File: config.mk
export PLATFORM = sky130hd
export DESIGN_NAME = wsub_unit
export DESIGN_NICKNAME = d
export VERILOG_FILES = /design/src/rtl/wsub_pkg.sv /design/src/rtl/wsub_half_pick.sv /design/src/rtl/wsub_lane_alu.sv /design/src/rtl/wsub_opcode_match.sv /design/src/rtl/wsub_unit.sv
export SDC_FILE = /design/constraint.sdc
export NUM_CORES = 1
export LEC_CHECK = 0
export BUFFER_PORTS_ARGS = -buffer_cell sky130_fd_sc_hd__buf_2
export CAP_MARGIN = 10
export CORE_MARGIN = 2
export CORE_UTILIZATION = 45
export DETAILED_ROUTE_END_ITERATION = 12
export PLACE_DENSITY = 0.7
export SYNTH_ARGS = -nofsm -noshare
export SYNTH_HDL_FRONTEND = slang
export SYNTH_SLANG_ARGS = --single-unit
File: constraint.sdc
create_clock -name clk -period 8 [get_ports clk]
set_input_delay 0.4 -clock clk [delete_from_list [all_inputs] [get_ports clk]]
set_output_delay 0.4 -clock clk [all_outputs]
set_load 0.05 [all_outputs]
File: src/rtl/wsub_pkg.sv
package wsub_pkg;

    localparam int VEC_W = 128;
    localparam int HALF_W = VEC_W / 2;

    typedef enum logic [1:0] {
        LSZ_8   = 2'b00,
        LSZ_16  = 2'b01,
        LSZ_32  = 2'b10,
        LSZ_BAD = 2'b11
    } lane_sz_e;

    typedef struct packed {
        logic     upper;
        lane_sz_e sz;
        logic     add;
    } op_ctl_t;

    typedef struct packed {
        logic             valid;
        logic             bad;
        logic [VEC_W-1:0] data;
    } op_out_t;

    localparam logic [31:0] OPC_MASK  = 32'hBF20_FC00;
    localparam logic [31:0] OPC_VALUE = 32'h2E20_2000;

    function automatic logic size_ok(lane_sz_e s);
        return s != LSZ_BAD;
    endfunction

endpackage

File: src/rtl/wsub_half_pick.sv
module wsub_half_pick #(
    parameter int VW = 128
) (
    input  logic [VW-1:0]   a_in,
    input  logic [VW-1:0]   b_in,
    input  logic            upper,
    output logic [VW/2-1:0] a_half,
    output logic [VW/2-1:0] b_half
);
    localparam int HW = VW / 2;

    assign a_half = upper ? a_in[VW-1:HW] : a_in[HW-1:0];
    assign b_half = upper ? b_in[VW-1:HW] : b_in[HW-1:0];
endmodule

File: src/rtl/wsub_lane_alu.sv
module wsub_lane_alu #(
    parameter int HW    = 64,
    parameter int ESIZE = 8
) (
    input  logic [HW-1:0]   a_half,
    input  logic [HW-1:0]   b_half,
    input  logic            do_add,
    output logic [2*HW-1:0] wide
);
    localparam int LANES = HW / ESIZE;
    localparam int RW    = 2 * ESIZE;

    for (genvar i = 0; i < LANES; i++) begin : g_lane
        logic [RW-1:0] xa, xb;
        assign xa = {{ESIZE{1'b0}}, a_half[i*ESIZE +: ESIZE]};
        assign xb = {{ESIZE{1'b0}}, b_half[i*ESIZE +: ESIZE]};
        assign wide[i*RW +: RW] = do_add ? (xa + xb) : (xa - xb);
    end
endmodule

File: src/rtl/wsub_opcode_match.sv
module wsub_opcode_match #(
    parameter bit ENABLE = 1'b1
) (
    input  logic [31:0] word,
    output logic        hit
);
    import wsub_pkg::*;

    if (ENABLE) begin : g_on
        assign hit = (word & OPC_MASK) == OPC_VALUE;
    end else begin : g_off
        logic unused_w;
        assign unused_w = ^word;
        assign hit = 1'b0;
    end
endmodule

File: src/rtl/wsub_unit.sv
module wsub_unit
    import wsub_pkg::*;
#(
    parameter bit CHECK_OPCODE = 1'b1
) (
    input  logic             clk,
    input  logic             rst,
    input  logic             in_valid,
    input  logic             upper_half,
    input  logic [1:0]       size_code,
    input  logic             do_add,
    input  logic [VEC_W-1:0] src_a,
    input  logic [VEC_W-1:0] src_b,
    input  logic [31:0]      insn_word,
    output logic             out_valid,
    output logic [VEC_W-1:0] out_data,
    output logic             illegal,
    output logic             insn_match
);
    localparam int NSZ = 3;

    op_ctl_t          ctl;
    op_out_t          q;
    logic [HALF_W-1:0] a_h, b_h;
    logic [VEC_W-1:0]  res [NSZ];
    logic [VEC_W-1:0]  res_sel;

    assign ctl = '{upper: upper_half, sz: lane_sz_e'(size_code), add: do_add};

    wsub_half_pick #(.VW(VEC_W)) u_pick (
        .a_in   (src_a),
        .b_in   (src_b),
        .upper  (ctl.upper),
        .a_half (a_h),
        .b_half (b_h)
    );

    for (genvar g = 0; g < NSZ; g++) begin : g_size
        wsub_lane_alu #(.HW(HALF_W), .ESIZE(8 << g)) u_alu (
            .a_half (a_h),
            .b_half (b_h),
            .do_add (ctl.add),
            .wide   (res[g])
        );
    end

    always_comb begin
        case (ctl.sz)
            LSZ_8:   res_sel = res[0];
            LSZ_16:  res_sel = res[1];
            default: res_sel = res[2];
        endcase
    end

    always_ff @(posedge clk) begin
        if (rst) begin
            q <= '0;
        end else begin
            q.valid <= in_valid && size_ok(ctl.sz);
            q.bad   <= in_valid && !size_ok(ctl.sz);
            if (in_valid && size_ok(ctl.sz)) begin
                q.data <= res_sel;
            end
        end
    end

    assign out_valid = q.valid;
    assign illegal   = q.bad;
    assign out_data  = q.data;

    wsub_opcode_match #(.ENABLE(CHECK_OPCODE)) u_dec (
        .word (insn_word),
        .hit  (insn_match)
    );
endmodule

# [Word-level counts from Yosys, hierarchy flattened]
# Index checks and enable logic that the tools add are counted.
[classes] add_sub_neg=28 n_eq_ne=3 mux=17 n_reduce_logical=4
[op_table] operator="64-bit two-way mux" n=4
[op_table] operator="128-bit case mux with 2 select lines" n=1
[op_table] operator="16-bit two-way mux" n=8
[op_table] operator="32-bit two-way mux" n=4
[op_table] operator="8-bit by 8-bit adder with 9-bit output" n=8
[op_table] operator="8-bit by 8-bit subtractor with 9-bit output" n=8
[op_table] operator="16-bit by 16-bit adder with 17-bit output" n=4
[op_table] operator="16-bit by 16-bit subtractor with 17-bit output" n=4
[op_table] operator="32-bit by 32-bit adder with 33-bit output" n=2
[op_table] operator="32-bit by 32-bit subtractor with 33-bit output" n=2
[op_table] operator="14-bit by 13-bit equality test with 1-bit output (second input constant)" n=1
[op_table] operator="2-bit by 1-bit equality test with 1-bit output (second input constant)" n=1
[op_table] operator="1-bit logical AND" n=2
[op_table] operator="2-bit zero test" n=1
[op_table] operator="2-bit inequality test (second input constant)" n=1
[op_table] operator="1-bit zero test" n=1
[word_totals] register_bits=130 input_bits=295 out_inout_bits=131 word_cells=55

# [Logic depth before layout (Yosys ltp)]
[logic_depth] ltp_word=4 depth_mapped=15 depth_no_buf=13

# [Hierarchy]
# A second synthesis with hierarchy kept.
[unflattened] hier_cells=3712 hier_area_um2=28446.0
[by_module_without_submodules] module="wsub_lane_alu at g_size[2].u_alu" n_inst=1 cells_each=1087 area_per_inst_um2=7213.2 seq_area_each_um2=0.0
[by_module_without_submodules] module="wsub_unit" n_inst=1 cells_each=720 area_per_inst_um2=7121.8 seq_area_each_um2=2602.5
[by_module_without_submodules] module="wsub_lane_alu at g_size[1].u_alu" n_inst=1 cells_each=990 area_per_inst_um2=6712.7 seq_area_each_um2=0.0
[by_module_without_submodules] module="wsub_lane_alu at g_size[0].u_alu" n_inst=1 cells_each=768 area_per_inst_um2=5733.0 seq_area_each_um2=0.0
[by_module_without_submodules] module="wsub_half_pick" n_inst=1 cells_each=142 area_per_inst_um2=1619.1 seq_area_each_um2=0.0
[by_module_without_submodules] module="wsub_opcode_match" n_inst=1 cells_each=5 area_per_inst_um2=46.3 seq_area_each_um2=0.0

# [Worst setup path after synthesis]
# Ideal clock, no wire load.
[synth_path] path_kind="input -> register" startpoint="input port upper_half" endpoint="register q (netlist bit out_data[28])" setup_ns=0.120 arrival_ns=3.957 required_ns=7.880 slack_ns=3.924 cell_stages=13 n_path_buf=3 path_cell_list="clkbuf_1 > clkbuf_1 > mux2i_1 > ha_1 > buf_2 > or4b_1 > or3_1 > a311oi_2 > o2111ai_2 > o21a_1 > o221ai_2 > nor4b_1 > a211o_1"
[synth_between] elab_chain_cells=4 elab_cells_between_ends=10 cone_classes="add/sub (4); mux (6)"
[synth_lines] element="start: declaration" line_no="wsub_unit.sv:9" text="input logic upper_half,"
[synth_lines] element="64-bit two-way mux (on tied branches)" line_no="wsub_half_pick.sv:12, wsub_half_pick.sv:13"
[synth_lines] element="32-bit by 32-bit subtractor with 33-bit output, or another cell as far along" line_no="wsub_lane_alu.sv:17" text="assign wide[i*RW +: RW] = do_add ? (xa + xb) : (xa - xb);"
[synth_lines] element="64-bit two-way mux, or another cell as far along" line_no="wsub_lane_alu.sv:17"
[synth_lines] element="128-bit case mux with 2 select lines *" line_no="wsub_unit.sv:48" text="case (ctl.sz)"
[synth_lines] element="end: declaration" line_no="wsub_unit.sv:23" text="op_out_t q;"
# Mark *: on every way between the ends. The rest lies on a longest branch, timed or not.
# A chain may end at the register's enable or synchronous reset.

# [Worst setup path in the final report]
[layout_path] startpoint="input port upper_half" endpoint="register q (netlist bit out_data[45])"
[layout_between] elab_chain_cells=4 elab_cells_between_ends=10 cone_classes="add/sub (4); mux (6)"
[layout_lines] element="64-bit two-way mux (on tied branches)" line_no="wsub_half_pick.sv:12, wsub_half_pick.sv:13"
[layout_lines] element="32-bit by 32-bit subtractor with 33-bit output, or another cell as far along" line_no="wsub_lane_alu.sv:17"
[layout_lines] element="64-bit two-way mux, or another cell as far along" line_no="wsub_lane_alu.sv:17"
[layout_lines] element="128-bit case mux with 2 select lines *" line_no="wsub_unit.sv:48"
# Marked as above.

==> results.py <==
metrics = {
    "global_routing": {
        "grt_max_degree": 73,
        "grt_pass1_wl_mm": 96.89,
        "gr-usage-all-layers_pct": 31.75,
        "grt_pass1_vias": 17540,
        "antenna_found_initial": 1,
        "grt-ovfl-total": 0,
    },
    "synthesis": {
        "synth_mux_area_share_pct": 9.862,
        "synth_area_mm2": 0.01639,
        "yosysTopAreaCellShare_pct": 14.41,
        "yosys-top-cells-area": "dfxtp_1, ha_1, nor2_1",
        "yosysMostFrequentCell": "nor2_1",
        "synth_top_area_cell": "dfxtp_1",
        "synthArstFlopShare_pct": 0,
        "synthCells": 2287,
        "synthDistinctLibCells": 93,
        "synth-simple-area-share_pct": 21.48,
        "ys.flop_type": "dfxtp_1",
        "yosysWarnings": 0,
        "synth_top_family_by_area": "compound AO/OA/AOI/OAI gates",
        "synth_xor_area_share_pct": 4.274,
        "synth_compound_area_share_pct": 29.89,
        "synth_seq_cells": 118,
        "synth.avg_cell_area_um2": 7.167,
        "yosys-top-cells-count": "nor2_1, nand2_1, a21oi_1",
        "syn_nets": 2735,
        "ys_seq_area_share_pct": 14.41,
        "synthAdderAreaFrac_pct": 12.41,
        "synth_enable_flop_cells": 0,
    },
    "floorplan": {
        "num_io_pins": 426,
        "initial_utilization_pct": 45.86,
        "num_rows": 69,
        "dieArea_mm2": 0.03797,
        "fp.dieW_um": 194.9,
        "die_y_um": 194.9,
        "core_area_mm2": 0.03574,
    },
    "sta": {
        "finalCritPeriodShare_pct": 57.14,
        "maxSlewHeadroom_pct": 27.90,
        "setup_viol": 0,
        "fin_skew_ps": 0,
        "fmax_mhz": 218.7,
        "max_slew.worst_pin.slew_ps": 1078,
        "rsz0062_at_grt": "false",
        "holdWs_ps": 317.1,
        "finalSetupTns_ps": 0,
        "hold_viol": 0,
        "period_minus_slack_ps": 4572,
        "slew_viol_final": 0,
    },
    "clock_network": {
        "ctsLongestPathBuffers": 2,
        "cts_hold_buf": 0,
        "numClockSinks": 118,
        "post_cts_buffers": 0,
        "clk_pin_slew_ps": 60,
        "cts-root-buf": "clkbuf_16",
        "cts_tree": "yes",
        "htreeDepth": 4,
        "insertion_delay_ps": 430,
        "cts_made_buffers": 17,
        "cts_resized": 0,
    },
    "drt": {
        "drc": 0,
        "drt_pass1_iterations": 5,
        "wl_per_cell_um": 20.55,
        "final_antenna_net_count": 0,
        "wirelength_mm": 62.65,
        "drtIter0Drc": 1477,
        "avgViaCountPerCell": 6.074,
        "num_vias": 18510,
    },
    "placement": {
        "routabilityCongestion": 0.9729,
        "port_buffers": 407,
        "dp_hpwl_mm": 47.99,
        "dp_cells": 3015,
    },
    "layout": {
        "stdcell_count": 3048,
        "nFillCells": 3622,
        "drive_gt1_share_pct": 21.58,
        "nNetsFinal": 3021,
        "area_growth_pct": 16.43,
        "post-route-util_pct": 53.40,
    },
    "job": {
        "cap_viol_max_count": 0,
    },
    "setup_path": {
        "end_kind": "flop",
        "arrival_ps": 4920,
        "start_kind": "input pin",
        "required_ps": 8340,
        "cp_max_fo": 46,
        "criticalPathCategory": "input pin to flop",
    },
    "run_status": {
        "status": "complete, no violations",
    },
    "power_and_ir_drop": {
        "internal_power_w": 0.001742,
        "power.leakage_nw": 8.815,
        "share_seq_of_total_power_pct": 20.3,
        "pwr-share-comb_pct": 54.8,
        "p_total_w": 0.003409,
        "switching_share_pct": 48.89,
        "ir_drop_mv": 0.1404,
        "pwr-share-clk_pct": 24.9,
        "power_density_mw_per_mm2": 178.6,
        "power_switching_w": 0.001667,
    },
    "worst_hold_path": {
        "min_path_type": "input pin to flop",
    },
}
[critical path, cell delays in order]
cell and delay (ps):
buf_6 330, buf_4 630, mux2_2 440, ha_1 400, nor2b_1 190, o31a_1 280
o31ai_2 520, o311a_1 420, a211oi_2 140, o31ai_4 490, nor2_1 330, a211oi_1 260
[path summary, 6_finish.rpt]
check | from | end | slack (ps) | depth (start not counted)
max | upper_half | out_data[45] | 3430 | 12
min | in_valid | out_data[80] | 320 | 2
max reg2reg | out_data[94] | out_data[94] | 6640 | 6
min reg2reg | out_data[70] | out_data[70] | 450 | 2
[power groups by stage]
stage / combinational (W) / sequential (W) / clock (W)
after floorplan: 0.00112 / 0.000914 / 0
after global placement: 0.00182 / 0.000703 / 0
after detailed placement: 0.00183 / 0.000705 / 0
after CTS: 0.00184 / 0.000692 / 0.000852
after global routing: 0.00202 / 0.000699 / 0.000876
final: 0.00187 / 0.000693 / 0.000847
[stage by stage]
step	cell area, um^2	setup slack [ps]
after detailed placement	18480	3021
after global placement	18480	3175
after global routing	19080	3206
final	19080	3429
after floorplan	16390	3924
after CTS	19080	3471
[layer usage]
| metal | up-vias | wire [um] | global-route usage, % |
|---|---|---|---|
| li1 | 8852 | - | - |
| met1 | 8777 | 27510 | 42.13 |
| met2 | 788 | 29430 | 53.75 |
| met3 | 97 | 4019 | 3.540 |
| met4 | 0 | 1690 | 10.29 |
| met5 | - | 0 | 0 |
[cell families (layout without fill, tap and decap cells)]
| group | count (synthesis) | count (layout) |
|---|---|---|
| other | 0 | 1 |
| adders and majority gates | 153 | 153 |
| DFF | 118 | 118 |
| buffers and inverters | 315 | 614 |
| AOI/OAI and AO/OA | 722 | 722 |
| xor gates and xnor gates | 80 | 80 |
| muxes | 154 | 154 |
| and+or+nand+nor | 745 | 745 |
[registers in the layout, summed over array words and instances (netlist names)]
signal     flops
illegal        1
out_data     116
out_valid      1
[area by class of cell]
type                    instances  area [um^2]  share of cell area (%)
repair buffers                422         2161                   11.32
multi-input cells            1854        12780                   66.95
diodes                          1        2.502                 0.01311
flip-flops and latches        118         2362                   12.38
clock buffers                  17        425.4                   2.229
inverters                     160        600.6                   3.147
well taps                     461        576.8                   3.022
clock inverters                15        178.9                  0.9375
[cells in the final DEF (no fill, tap or decap), types with 59 or more instances in the layout]
cell type,count
a21oi_1,168
a211oi_1,85
nand2_1,176
dfxtp_1,118
nor2_1,260
o21ai_0,136
mux2_2,59
xnor2_1,67
buf_2,404
ha_1,137
inv_1,156
mux2i_1,94
Power figures use the tool's default switching activity.
